## src/rtl/sf_pkg.sv

```systemverilog
package sf_pkg;
   localparam int unsigned AREA_MIN = 2;
   localparam int unsigned AREA_MAX = 2048;
endpackage

```

## src/rtl/sf_edge.sv

```systemverilog
module sf_edge (
   input  logic clk,
   input  logic rst_n,
   input  logic level,
   output logic pulse
);
   logic prev_q;

   always_ff @(posedge clk) begin
      if (!rst_n) prev_q <= 1'b0;
      else        prev_q <= level;
   end

   assign pulse = level & ~prev_q;
endmodule

```

## src/rtl/sf_ctrl.sv

```systemverilog
module sf_ctrl #(
   parameter int unsigned AREA  = 8,
   parameter int unsigned CNT_W = $clog2(AREA)
) (
   input  logic             clk,
   input  logic             rst_n,
   input  logic             rd_edge,
   input  logic             wr_edge,
   output logic             rd_take,
   output logic             wr_take,
   output logic [CNT_W-1:0] wr_slot,
   output logic [CNT_W-1:0] count_q,
   output logic             carry_q
);
   localparam logic [CNT_W-1:0] CAP = CNT_W'(AREA - 1);

   logic [CNT_W-1:0] after_rd;

   always_comb begin
      rd_take  = rd_edge && (count_q != '0);
      after_rd = count_q - CNT_W'(rd_take);
      wr_take  = wr_edge && (after_rd != CAP);
      wr_slot  = after_rd;
   end

   always_ff @(posedge clk) begin
      if (!rst_n) begin
         count_q <= '0;
         carry_q <= 1'b0;
      end else begin
         count_q <= after_rd + CNT_W'(wr_take);
         if (wr_edge) carry_q <= ~wr_take;
      end
   end
endmodule

```

## src/rtl/sf_store.sv

```systemverilog
module sf_store #(
   parameter int unsigned DATA_W = 16,
   parameter int unsigned AREA   = 8,
   parameter int unsigned CNT_W  = $clog2(AREA)
) (
   input  logic              clk,
   input  logic              rst_n,
   input  logic              rd_take,
   input  logic              wr_take,
   input  logic [CNT_W-1:0]  wr_slot,
   input  logic [DATA_W-1:0] wr_word,
   output logic [DATA_W-1:0] rd_word
);
   localparam int unsigned CAP = AREA - 1;

   logic [DATA_W-1:0] slot_q [CAP];

   for (genvar i = 0; i < CAP; i++) begin : g_slot
      logic [DATA_W-1:0] above;
      if (i < CAP - 1) begin : g_mid
         assign above = slot_q[i+1];
      end else begin : g_top
         // topmost slot keeps its value on a shift
         assign above = slot_q[i];
      end

      always_ff @(posedge clk) begin
         if (!rst_n)                                    slot_q[i] <= '0;
         else if (wr_take && wr_slot == CNT_W'(i))      slot_q[i] <= wr_word;
         else if (rd_take)                              slot_q[i] <= above;
      end
   end

   always_ff @(posedge clk) begin
      if (!rst_n)       rd_word <= '0;
      else if (rd_take) rd_word <= slot_q[0];
   end
endmodule

```

## src/rtl/shift_fifo.sv

```systemverilog
module shift_fifo #(
   parameter int unsigned DATA_W = 16,
   parameter int unsigned AREA   = 8,
   localparam int unsigned CNT_W = $clog2(AREA)
) (
   input  logic              clk,
   input  logic              rst_n,
   input  logic              push_strobe,
   input  logic [DATA_W-1:0] push_data,
   input  logic              pop_strobe,
   output logic [DATA_W-1:0] pop_data,
   output logic [CNT_W-1:0]  fill_count,
   output logic              is_empty,
   output logic              overflow
);
   if (AREA < sf_pkg::AREA_MIN || AREA > sf_pkg::AREA_MAX) begin : g_bad_area
      $error("shift_fifo: AREA out of range");
   end
   if (DATA_W < 1) begin : g_bad_width
      $error("shift_fifo: DATA_W must be positive");
   end

   logic             rd_edge, wr_edge, rd_take, wr_take;
   logic [CNT_W-1:0] wr_slot;

   sf_edge u_rd_edge (.clk(clk), .rst_n(rst_n), .level(pop_strobe),  .pulse(rd_edge));
   sf_edge u_wr_edge (.clk(clk), .rst_n(rst_n), .level(push_strobe), .pulse(wr_edge));

   sf_ctrl #(.AREA(AREA), .CNT_W(CNT_W)) u_ctrl (
      .clk(clk), .rst_n(rst_n), .rd_edge(rd_edge), .wr_edge(wr_edge),
      .rd_take(rd_take), .wr_take(wr_take), .wr_slot(wr_slot),
      .count_q(fill_count), .carry_q(overflow)
   );

   sf_store #(.DATA_W(DATA_W), .AREA(AREA), .CNT_W(CNT_W)) u_store (
      .clk(clk), .rst_n(rst_n), .rd_take(rd_take), .wr_take(wr_take),
      .wr_slot(wr_slot), .wr_word(push_data), .rd_word(pop_data)
   );

   assign is_empty = (fill_count == '0);
endmodule

```

## config.mk

```make
export PLATFORM = sky130hd
export DESIGN_NAME = shift_fifo
export DESIGN_NICKNAME = d
export VERILOG_FILES = /design/src/rtl/sf_pkg.sv /design/src/rtl/sf_edge.sv /design/src/rtl/sf_ctrl.sv /design/src/rtl/sf_store.sv /design/src/rtl/shift_fifo.sv
export SDC_FILE = /design/constraint.sdc
export NUM_CORES = 1
export LEC_CHECK = 0
export CORE_UTILIZATION = 55
export DETAILED_ROUTE_END_ITERATION = 12
export DONT_BUFFER_PORTS = 1
export PLACE_DENSITY = 0.7
export SKIP_LAST_GASP = 1
export SLEW_MARGIN = 15
export SYNTH_ARGS = -nofsm -noshare
export SYNTH_HDL_FRONTEND = slang
export SYNTH_HIERARCHICAL = 1
export SYNTH_SLANG_ARGS = --single-unit
```

## constraint.sdc

```tcl
create_clock -name clk -period 7.6 [get_ports clk]
set_clock_uncertainty 0.05 [all_clocks]
set_input_delay 0.38 -clock clk [delete_from_list [all_inputs] [get_ports clk]]
set_output_delay 0.38 -clock clk [all_outputs]
set_load 0.05 [all_outputs]
```

; ---- Word-level counts from Yosys, hierarchy flattened
; Memories as Yosys holds them, arrays and structs flattened. A register that Yosys moved wholly into a read port is not among the register bits.
; Index checks and enable logic that the tools add are counted.
; W data, S select, Z words.
[totals]
reg_bits = 6
ram_bits = 112
in_bits = 20
output_inout_bits = 21
wordCells = 104
n_memories = 1
[mem_list]
columns = name, words, word_bits, rd, rd_ports_with_merged_regs, wr, line_no
row1 = u_store.slot_q, 7, 16, 7, 1, 7, sf_store.sv:16  ; logic [DATA_W-1:0] slot_q [CAP];
[classes]
addsub = 2
n_eq_ne = 7
muxes = 58
bitwise = 19
n_reduce_logical = 13
[op_table]
columns = operator, count
row1 = $mux W16, 14
row2 = $mux W1, 44
row3 = $or A1 B1 Y1, 14
row4 = $eq A3 B3 Y1 const B, 3
row5 = $logic_and A1 B1 Y1, 9
row6 = $eq A3 B2 Y1 const B, 2
row7 = $logic_not A3 Y1, 2
row8 = $add A3 B1 Y3, 1
row9 = $eq A3 B1 Y1 const B, 1
row10 = $ne A3 B3 Y1 const B, 1
row11 = $not A1 Y1, 3
row12 = $reduce_bool A3 Y1, 1
row13 = $sub A3 B1 Y3, 1
row14 = $and A1 B1 Y1, 2
row15 = $logic_not A1 Y1, 1

; ---- Logic depth before layout (Yosys ltp)
[logic_depth]
depth_word = 12
depth_mapped = 12

; ---- Modules after synthesis
; The synthesis kept the hierarchy.
[modules_own_cells]
columns = module, n_inst, cells_each, area_per_inst_um2
row1 = sf_store, 1, 331, 5392.7
row2 = sf_ctrl, 1, 24, 240.2
row3 = sf_edge, 2, 3, 40.0
row4 = shift_fifo, 1, 1, 10.0

; ---- Worst setup path after synthesis
; No wires, ideal clock.
[synth_timing]
kind = register to register
start = register u_ctrl.count_q[1]
end = memory u_store.slot_q[1][0], enable pin
setup_ns = 0.414
arrival_ns = 3.228
setup_slack_ns = 3.908
stages_incl_launch_ff = 9
path_buffers = 1
period_less_slack_ns = 3.692
cell_sequence = dfxtp_1 o31a_2 ha_1 ha_1 xnor2_2 o31a_1 buf_4 nand2_1 o31ai_1
[synth_lines]
columns = item, line_no
row1 = from (decl), sf_ctrl.sv:12  ; output logic [CNT_W-1:0] count_q,
row2 = from (signal assigned), sf_ctrl.sv:31  ; count_q <= after_rd + CNT_W'(wr_take);
row3 = to (decl), sf_store.sv:16

==> results.md <==
- FP Rows: 36
- Min-Delay Path Class: input port to register
- Synth warn: 6
- Critical Path AT: between 4 and 5 ns
- Post-route ant nets: 0
- Slew headroom: roughly 33%
- Predominant post-synthesis flop cell: edfxtp_1
- Worst-Margin Slew: 1.01 ns
- Hold_buf cts: 12
- Top-count cell post-synth: edfxtp_1
- Buf/Inv on CP: 0
- Critical-path cell list: o31a_2, ha_1, ha_1, xnor2_2, o31a_1, nand3_2, nor2b_1, a22o_1
- Placed wire-length estimate: roughly 6.0 mm
- Clock Latency Late Sink: just over 0.5 ns
- Hold path startpoint: push_data[7]
- Largest net degree at the start of global routing: 22
- Final critical-path share of the clock period: a little over half
- Fin. max-slew vios: 0
- RSZ-0062 raised after global routing: false
- Crit start category: register
- Critical path fanouts, max: 19
- Yosys cell types: 37
- Hold slack: ~0.026 ns
- Pleak: between 2 and 2.5 nW
- GRT Total Usage: between 10% and 20%
- TritonCTS clock tree: done
- Setup bufs post-CTS: 0
- Post_cts resized: 0
- Num CTS Buffers: 17
- Area after DPL: ~0.0057 mm2
- Ant. Diodes: 0
- Nets: between 400 and 500
- CTS max path bufs: 2
- Vias in the first global route: 2945
- Initial antenna violation count: 0
- WL final: between 9 and 10 mm
- Crit Reg-Reg Startpoint: u_ctrl/count_q[2]
- Critical path data required time: between 7 and 8 ns
- Number of synthesized register bits: about 130
- Peak Freq: 242 MHz
- Fin area: between 0.006 and 0.007 mm2
- Seq/Total Area, Yosys: 66.5%
- Max-cap check violation count: 0
- P per Cell Area: ~350 mW/mm2
- Port Buffers: 0
- Initial DRC count: about 140
- Asr flop ratio synth: 0%
- Remaining DRCs: 0
- DR vias: ~3000
- Avg WL per Cell: around 17 um
- Worst setup margin: 3.47 ns
- WS Path Type: register to register
- Area leader, netlist: edfxtp_1
- Die Y-Extent: between 100 and 150 um
- CTS root buf: clkbuf_8
- I/O pins: between 40 and 50
- Max H-tree Level: 4
- Status: complete, no violations
- Final hold vios: 0
- Setup_tns: 0 ns
- Total grt overflow: 0
- Clock Sinks: 134
- Crit-path most repeated cell: ha_1
- Mapped cell area: approximately 0.0057 mm2
- Die Width: around 100 um
- Syn Inst Count: about 360
- Highest cell delay on the worst timing path: ~0.85 ns
- Max VDD drop: slightly above 200 uV
- Vias per inst: ~5.7
- Worst Setup SP: u_ctrl/count_q[2]
- Min Tclk post-route: about 4.1 ns
- # setup viols final: 0
- Die area: around 0.011 mm2
- Utilization after layout: between 60% and 70%
- Core Area: ~0.01 mm2
- Mean Syn Cell Area: between 15 and 20 um2
- Area contributors post-synth: edfxtp_1 (59%), a22o_1 (14%), dfxtp_1 (7.7%)
- Top cells by count, synth: edfxtp_1 (112), a22o_1 (90), dfxtp_1 (22)
- Share of layout cells above drive strength 1: approximately 16%
- CTS clk-pin slew, worst paths: around 0.06 ns
- Global-route wire length before repair: roughly 15 mm
- Syn Nets: just under 400
- Area grow syn2layout: 14.4%
- Top-area cell type share of the netlist area: 58.8%
- CP max stage cell: nor2b_1
- DR pass1 iterations: 4
- Placer Congestion: slightly above 0.7
- Worst slack at placement: between 3 and 4 ns
- Post-synth EDFFs: around 110
- Starting Density: 57.8%
- Family with the most delay on the worst path: compound AO/OA/AOI/OAI gates
- Worst Setup End Kind: register
final cells by class:
class | count | area (um2)
multi-input cells | 200 | 1730
fillers | 711 | 3360
well taps | 133 | 166
clock buffers | 22 | 495
clock inverters | 10 | 92.6
repair buffers | 24 | 233
flip-flops and latches | 134 | 3800
inverters | 6 | 22.5
worst register-to-register path, delay by kind of cell (launching register included):
kind,cells,cell delay (ns)
AOI/OAI and AO/OA,3,1.46
and+or+nand+nor,2,1.13
DFF,1,0.72
adders and majority gates,2,0.47
xor gates and xnor gates,1,0.17
report_power, final:
part	total [mW]	internal (mW)	switching [mW]
sequential	1.19	1.05	0.133
combinational	0.340	0.127	0.213
clock	0.784	0.490	0.294
per-layer routing:
layer	global-route usage [%]	part of all wire, %	up-vias
met5	0	0	-
met4	5.82	0	0
met3	6.95	4.9	0
met2	29.2	49	74
met1	21.9	46	1441
li1	-	-	1481
sequential cells by signal, indices dropped and copies added, names as in the netlist:
| register | count |
|---|---|
| u_ctrl/count_q | 3 |
| u_store/rd_word | 16 |
| u_wr_edge/prev_q | 1 |
| u_ctrl/carry_q | 1 |
| u_store/slot_q | 112 |
| u_rd_edge/prev_q | 1 |
cell families (layout without fill, tap and decap cells):
| family | Yosys count | after routing | share of synthesized area [%] |
|---|---|---|---|
| AO/OA/AOI/OAI | 108 | 108 | 16.8 |
| XOR/XNOR | 1 | 1 | 0.284 |
| adder cells (fa/ha/maj) | 4 | 4 | 0.875 |
| buffers and inverters | 28 | 62 | 3.32 |
| flip-flops | 134 | 134 | 66.5 |
| multiplexers | 17 | 17 | 2.97 |
| AND/OR/NAND/NOR | 70 | 70 | 9.27 |
worst paths after layout:
path              depth (start not counted)  slack, ns              endpoint
setup / recovery                          8       3.47  u_store/slot_q[3][0]
hold / removal                            1       0.03  u_store/slot_q[4][7]
hold reg to reg                           2       0.46    u_store/rd_word[9]
setup reg to reg                          8       3.47  u_store/slot_q[3][0]
per-stage QoR:
step | power (mW) | std cells
after floorplan | 1.49 | 362
final | 2.31 | 529
after global routing | 2.41 | 529
after CTS | 2.33 | 520
after global placement | 1.51 | 476
after detailed placement | 1.53 | 476
cells in the final DEF (no fill, tap or decap), drive strengths merged, types with 4 or more instances in the layout:
cell type,netlist,final
a22o,96,96
and2,20,20
clkbuf,2,22
clkinv,0,5
dfxtp,22,22
dlygate4sd3,0,21
edfxtp,112,112
ha,4,4
inv,6,7
mux2i,17,17
nand2,11,11
nor2,4,4
nor2b,23,23
No activity file was read; power rests on OpenSTA's default activity.
